File: src/rtl/seq_mon_pkg.sv
package seq_mon_pkg;
   typedef enum logic [1:0] {
      OUT_NONE = 2'd0,
      OUT_HIT  = 2'd1,
      OUT_MISS = 2'd2
   } seq_out_e;
endpackage

File: src/rtl/seq_slot.sv
module seq_slot
   import seq_mon_pkg::*;
#(
   parameter int MIN_REP = 3,
   parameter int MAX_REP = 5,
   parameter int CNT_W   = 3
) (
   input  logic     clk_i,
   input  logic     rst_i,
   input  logic     start_i,
   input  logic     ack_i,
   input  logic     zero_i,
   output logic     busy_o,
   output seq_out_e outc_o
);
   logic             busy_q;
   logic [CNT_W-1:0] cnt_q;

   always_comb begin
      outc_o = OUT_NONE;
      if (busy_q) begin
         if (!zero_i) begin
            if (cnt_q == CNT_W'(MAX_REP)) outc_o = OUT_MISS;
         end else if (ack_i && cnt_q >= CNT_W'(MIN_REP)) begin
            outc_o = OUT_HIT;
         end else begin
            outc_o = OUT_MISS;
         end
      end
   end

   always_ff @(posedge clk_i) begin
      if (rst_i) begin
         busy_q <= 1'b0;
         cnt_q  <= '0;
      end else if (start_i) begin
         busy_q <= 1'b1;
         cnt_q  <= '0;
      end else if (busy_q) begin
         if (outc_o != OUT_NONE) busy_q <= 1'b0;
         else                    cnt_q  <= cnt_q + 1'b1;
      end
   end

   assign busy_o = busy_q;

   // a run that is already full and sees another nonzero sample must fail
   a_r7_overrun_fails: assert property (@(posedge clk_i) disable iff (rst_i)
      (busy_q && cnt_q == CNT_W'(MAX_REP) && !zero_i) |-> (outc_o == OUT_MISS));
   // the allocator hands out only idle trackers
   a_r2_start_on_idle: assert property (@(posedge clk_i) disable iff (rst_i)
      start_i |-> !busy_q);
   // a nonzero sample below the run limit never resolves the attempt
   a_r10_nonzero_continues: assert property (@(posedge clk_i) disable iff (rst_i)
      (busy_q && !zero_i && cnt_q < CNT_W'(MAX_REP)) |=> busy_q);
endmodule

File: src/rtl/slot_alloc.sv
module slot_alloc #(
   parameter int SLOTS = 7
) (
   input  logic [SLOTS-1:0] busy_i,
   input  logic             want_i,
   output logic [SLOTS-1:0] grant_o
);
   always_comb begin
      logic found;
      found   = 1'b0;
      grant_o = '0;
      for (int i = 0; i < SLOTS; i++) begin
         if (want_i && !found && !busy_i[i]) begin
            grant_o[i] = 1'b1;
            found      = 1'b1;
         end
      end
   end

   a_r9_grant_onehot: assert final ($onehot0(grant_o));
endmodule

File: src/rtl/seq_rep_monitor.sv
module seq_rep_monitor
   import seq_mon_pkg::*;
#(
   parameter int DATA_W  = 8,
   parameter int MIN_REP = 3,
   parameter int MAX_REP = 5,
   parameter int SLOTS   = MAX_REP + 2
) (
   input  logic              clk_i,
   input  logic              rst_i,
   input  logic              req_i,
   input  logic              ack_i,
   input  logic [DATA_W-1:0] data_i,
   output logic              match_o,
   output logic              fail_o,
   output logic              err_o
);
   localparam int CNT_W = $clog2(MAX_REP + 1);

   generate
      if (MIN_REP < 1 || MAX_REP < MIN_REP) begin : g_bad_window
         $error("seq_rep_monitor: repetition window is invalid");
      end
      if (SLOTS < 2) begin : g_bad_slots
         $error("seq_rep_monitor: at least two trackers are required");
      end
      if (DATA_W < 1) begin : g_bad_width
         $error("seq_rep_monitor: data width must be positive");
      end
   endgenerate

   logic             zero;
   logic             open_now;
   logic [SLOTS-1:0] busy;
   logic [SLOTS-1:0] grant;
   logic [SLOTS-1:0] hit;
   logic [SLOTS-1:0] miss;
   logic             match_q, fail_q, err_q;

   assign zero     = (data_i == '0);
   assign open_now = req_i && zero;

   slot_alloc #(.SLOTS(SLOTS)) i_alloc (
      .busy_i  (busy),
      .want_i  (open_now),
      .grant_o (grant)
   );

   for (genvar s = 0; s < SLOTS; s++) begin : g_slot
      seq_out_e outc;
      seq_slot #(
         .MIN_REP (MIN_REP),
         .MAX_REP (MAX_REP),
         .CNT_W   (CNT_W)
      ) i_slot (
         .clk_i   (clk_i),
         .rst_i   (rst_i),
         .start_i (grant[s]),
         .ack_i   (ack_i),
         .zero_i  (zero),
         .busy_o  (busy[s]),
         .outc_o  (outc)
      );
      assign hit[s]  = (outc == OUT_HIT);
      assign miss[s] = (outc == OUT_MISS);
   end

   always_ff @(posedge clk_i) begin
      if (rst_i) begin
         match_q <= 1'b0;
         fail_q  <= 1'b0;
         err_q   <= 1'b0;
      end else begin
         match_q <= |hit;
         fail_q  <= |miss;
         err_q   <= err_q | (|miss);
      end
   end

   assign match_o = match_q;
   assign fail_o  = fail_q;
   assign err_o   = err_q;

   // outputs are quiet on the cycle after reset
   a_r1_reset_quiet: assert property (@(posedge clk_i)
      rst_i |=> (!match_o && !fail_o && !err_o));
   // the error flag never drops without reset
   a_r8_err_sticky: assert property (@(posedge clk_i) disable iff (rst_i)
      err_o |=> err_o);
   // every failure pulse comes with the flag set
   a_r8_fail_sets_err: assert property (@(posedge clk_i) disable iff (rst_i)
      fail_o |-> err_o);
   // pulses never coincide
   a_r11_exclusive: assert property (@(posedge clk_i) disable iff (rst_i)
      !(match_o && fail_o));
   // an opening edge always finds a tracker, even if one resolves on that edge
   a_r9_open_granted: assert property (@(posedge clk_i) disable iff (rst_i)
      open_now |-> (grant != '0));
endmodule

File: config.mk
export PLATFORM = sky130hd
export DESIGN_NAME = seq_rep_monitor
export DESIGN_NICKNAME = d
export VERILOG_FILES = /design/src/rtl/seq_mon_pkg.sv /design/src/rtl/seq_slot.sv /design/src/rtl/slot_alloc.sv /design/src/rtl/seq_rep_monitor.sv
export SDC_FILE = /design/constraint.sdc
export NUM_CORES = 1
export LEC_CHECK = 0
export ABC_AREA = 1
export BUFFER_PORTS_ARGS = -buffer_cell sky130_fd_sc_hd__buf_2
export CAP_MARGIN = 30
export CORE_MARGIN = 5
export CORE_UTILIZATION = 55
export CTS_CLUSTER_SIZE = 24
export DETAILED_ROUTE_END_ITERATION = 16
export PLACE_DENSITY = 0.77
export SLEW_MARGIN = 20
export SYNTH_ARGS = -nofsm -noshare
export SYNTH_HDL_FRONTEND = slang
export SYNTH_SLANG_ARGS = --single-unit
File: constraint.sdc
create_clock -name clk_i -period 2.02 [get_ports clk_i]
set_clock_uncertainty 0.1 [all_clocks]
set_input_delay 0.606 -clock clk_i [delete_from_list [all_inputs] [get_ports clk_i]]
set_output_delay 0.606 -clock clk_i [all_outputs]
set_load 0.05 [all_outputs]
==> reports/summary.log <==
[status] run status finished, final reports clean
[sta] setup repair after global routing missed its margin false
[global_route] pin count of the biggest net entering global routing 10
[floorplan] I/O pin total 15
[setup_path] number of buffers and inverters on the critical path 1
[clocking] clock tree root buffer cell clkbuf_4
[sta] count of endpoints failing hold in the final timing report 0
[sta] fraction of the cycle the final worst path needs 0.821
[setup_path] highest cell delay on the worst timing path 0.36 ns
[clocking] number of clock buffers inserted by TritonCTS 5
[clocking] Max Root-Sink Buffers 2
[finish] share of final-layout standard cells stronger than drive strength 1 0.202
[sta] worst slew margin relative to its limit 0.819
[synth] synthesized instance count 248
[sta] post-layout worst setup margin 0.362 ns
[sta] total setup violations reported at the end of the flow 0
[setup_path] kind of cell with the highest combined delay on the critical path flip-flops
[pwr] total power divided by cell area 535 nW/um2
[synth] cell accounting for the most synthesized area dfxtp_1
[setup_path] crit end category output pin
[floorplan] num rows 21
[synth] Post-synth ARST share 0
[place] quantity of I/O buffers inserted on ports 14
[synth] synthesized cell area 1860 um2
[flow_run] number of max-cap violations 0
[finish] total area of multi-input combinational cells 1090 um2
[global_route] global-route wire length before repair 6.15 mm
[detailed_routing] vias per inst 4.96
[detailed_routing] drt wl/cell 10.7 um
[setup_path] critical path, cell by cell buf_2
[detailed_routing] final WL 3.40 mm
[synth] share of the yosys chip area belonging to registers 0.334
[finish] final core utilization 0.628
[setup_path] data arrival time at the worst-slack endpoint 0.95 ns
[clocking] clock-pin slew on the worst setup and hold paths 0.09 ns
[global_route] number of global-route vias before repair 1470
[setup_path] element type at the critical path start flop
[setup_path] CP max FO 2
[finish] final-stage net count 305
[clocking] total setup buffers inserted after CTS 0
[setup_path] critical path class reg -> out
[detailed_routing] residual DRC count 0
[floorplan] height of the die 68.1 um
[synth] most used flip-flop cell after synthesis dfxtp_1
[synth] cell types occupying the most area after synthesis dfxtp_1 33%, ha_1 14%, nand2_1 10%
[setup_path] worst endpoint required time 1.31 ns
[sta] timing-limited maximum frequency 0.603 GHz
[clocking] CTS resizes 0
[clocking] hold_buf cts 0
[clocking] source-to-sink clock delay at the later pin of the worst-skew pair 0.32 ns
[finish] combined flip-flop and latch cell area 621 um2
[detailed_routing] length of the first detailed-routing pass in iterations 4
[synth] proportion of netlist area held by the largest area contributor 0.334
[clocking] CTS H-tree depth 2
[synth] mean instance size in the synthesized netlist 7.50 um2
[synth] Seq cells post-synth 31
[setup_path] Slowest-stage cell, CP dfxtp_1
[finish] layout overhead on the synthesized area 11.8%
[finish] Diodes inserted 0
[place] GP Congestion 0.830
[clocking] clock tree from TritonCTS done
[floorplan] Initial Utilization 0.562
[synth] number of warnings issued by yosys 0
[synth] Synth Net Count 281
[pwr] Pleak 0.860 nW
[pwr] Worst IR Drop VDD 0.343 mV
[finish] total of fill cells in the finished design 345
[detailed_routing] total number of vias 1576
[detailed_routing] antenna violation net count after detailed routing 0
[place] pre-CTS setup slack 0.0616 ns
[sta] final max-slew violation count 0
[synth] number of synthesized flops with an enable pin 0
[global_route] number of antenna violations at the first check in global routing 0
[floorplan] Total Die Area 4640 um2
[sta] setup TNS after final layout 0 ns
[global_route] gr ovfl total 0
[global_route] overall routing resource usage 0.174
[place] post-DP HPWL 2.64 mm
[sta] clock period minus worst slack 1.66 ns
[sta] post-route worst hold slack 0.369 ns
[detailed_routing] DRC violation total after the first TritonRoute iteration 70
[sta] pin slew with the least headroom to its limit 0.271 ns
[floorplan] horizontal die dimension 68.1 um
[synth] post-synthesis cell type count 26
[clocking] number of sinks handled by clock tree synthesis 31
[min_path] min-delay worst type reg -> reg
[floorplan] core footprint 3310 um2
==> power breakdown <==
part	total [W]	leakage, nW	switching, W	internal (W)
clock network	0.000459	0.0383	0.000204	0.000255
logic	0.0000421	0.572	0.0000257	0.0000163
registers	0.000611	0.250	0.000000300	0.000611
==> cell type report <==
class / count / share of cell area
clock buffer: 6 / 0.0199
clock inverter: 1 / 0.0144
inverter: 33 / 0.0596
multi-input combinational: 181 / 0.525
sequential: 31 / 0.298
tap: 46 / 0.0277
timing repair buffer: 20 / 0.0554
==> cell usage after synthesis (all sizes together) (4+ instances only) <==
master  instances
nand2          57
inv            32
dfxtp          31
nor2           31
a21oi          26
ha             21
nand3          17
or2             7
o21ai           6
xor2            4
==> state kept, by name, summed over array words and instances (netlist names) <==
signal                flops
g_slot.i_slot.busy_o      7
g_slot.i_slot.cnt_q      21
match_o                   1
err_o                     1
fail_o                    1
==> cell usage in the layout, fill, tap and decap left out, drive strengths merged <==
cell    count
nor2       31
o21ai       6
clkbuf      6
nand3      17
or2         7
o22ai       2
inv        32
o21a        3
buf        20
ha         21
a211oi      2
nand2      57
bufinv      1
o211ai      2
xor2        4
nand4       3
clkinv      1
a21oi      26
dfxtp      31
==> logic make-up (layout without fill, tap and decap cells) <==
family          Yosys count  after routing  synth area share
compound gates           41             41             0.139
buf+inv                  36             60            0.0794
flops                    31             31             0.334
xor+xnor                  4              4            0.0188
simple gates            115            115             0.288
fa+ha+maj                21             21             0.141
==> stage by stage <==
step	instances	cell area [um2]	power [W]
detailed placement	311	2010	0.000667
global placement	311	2010	0.000667
global route	318	2080	0.00116
CTS	318	2080	0.00113
finish	318	2080	0.00111
floorplan	248	1860	0.000646
==> routing by layer <==
metal,GRT usage,share of wire,up-vias
li1,-,-,849
met4,0.0670,0.015,0
met1,0.227,0.50,701
met2,0.283,0.44,21
met3,0.0345,0.039,5
met5,0,0,-
==> final timing paths <==
path                               to                      start  slack, ns  cells past startpoint
worst min register to register  err_o                      err_o       0.37                      2
worst max-delay path            err_o                      err_o       0.36                      1
worst max register to register  err_o  g_slot[5].i_slot.cnt_q[0]       0.40                     11
worst min-delay path            err_o                      err_o       0.37                      2
No activity file was read; power rests on OpenSTA's default activity.
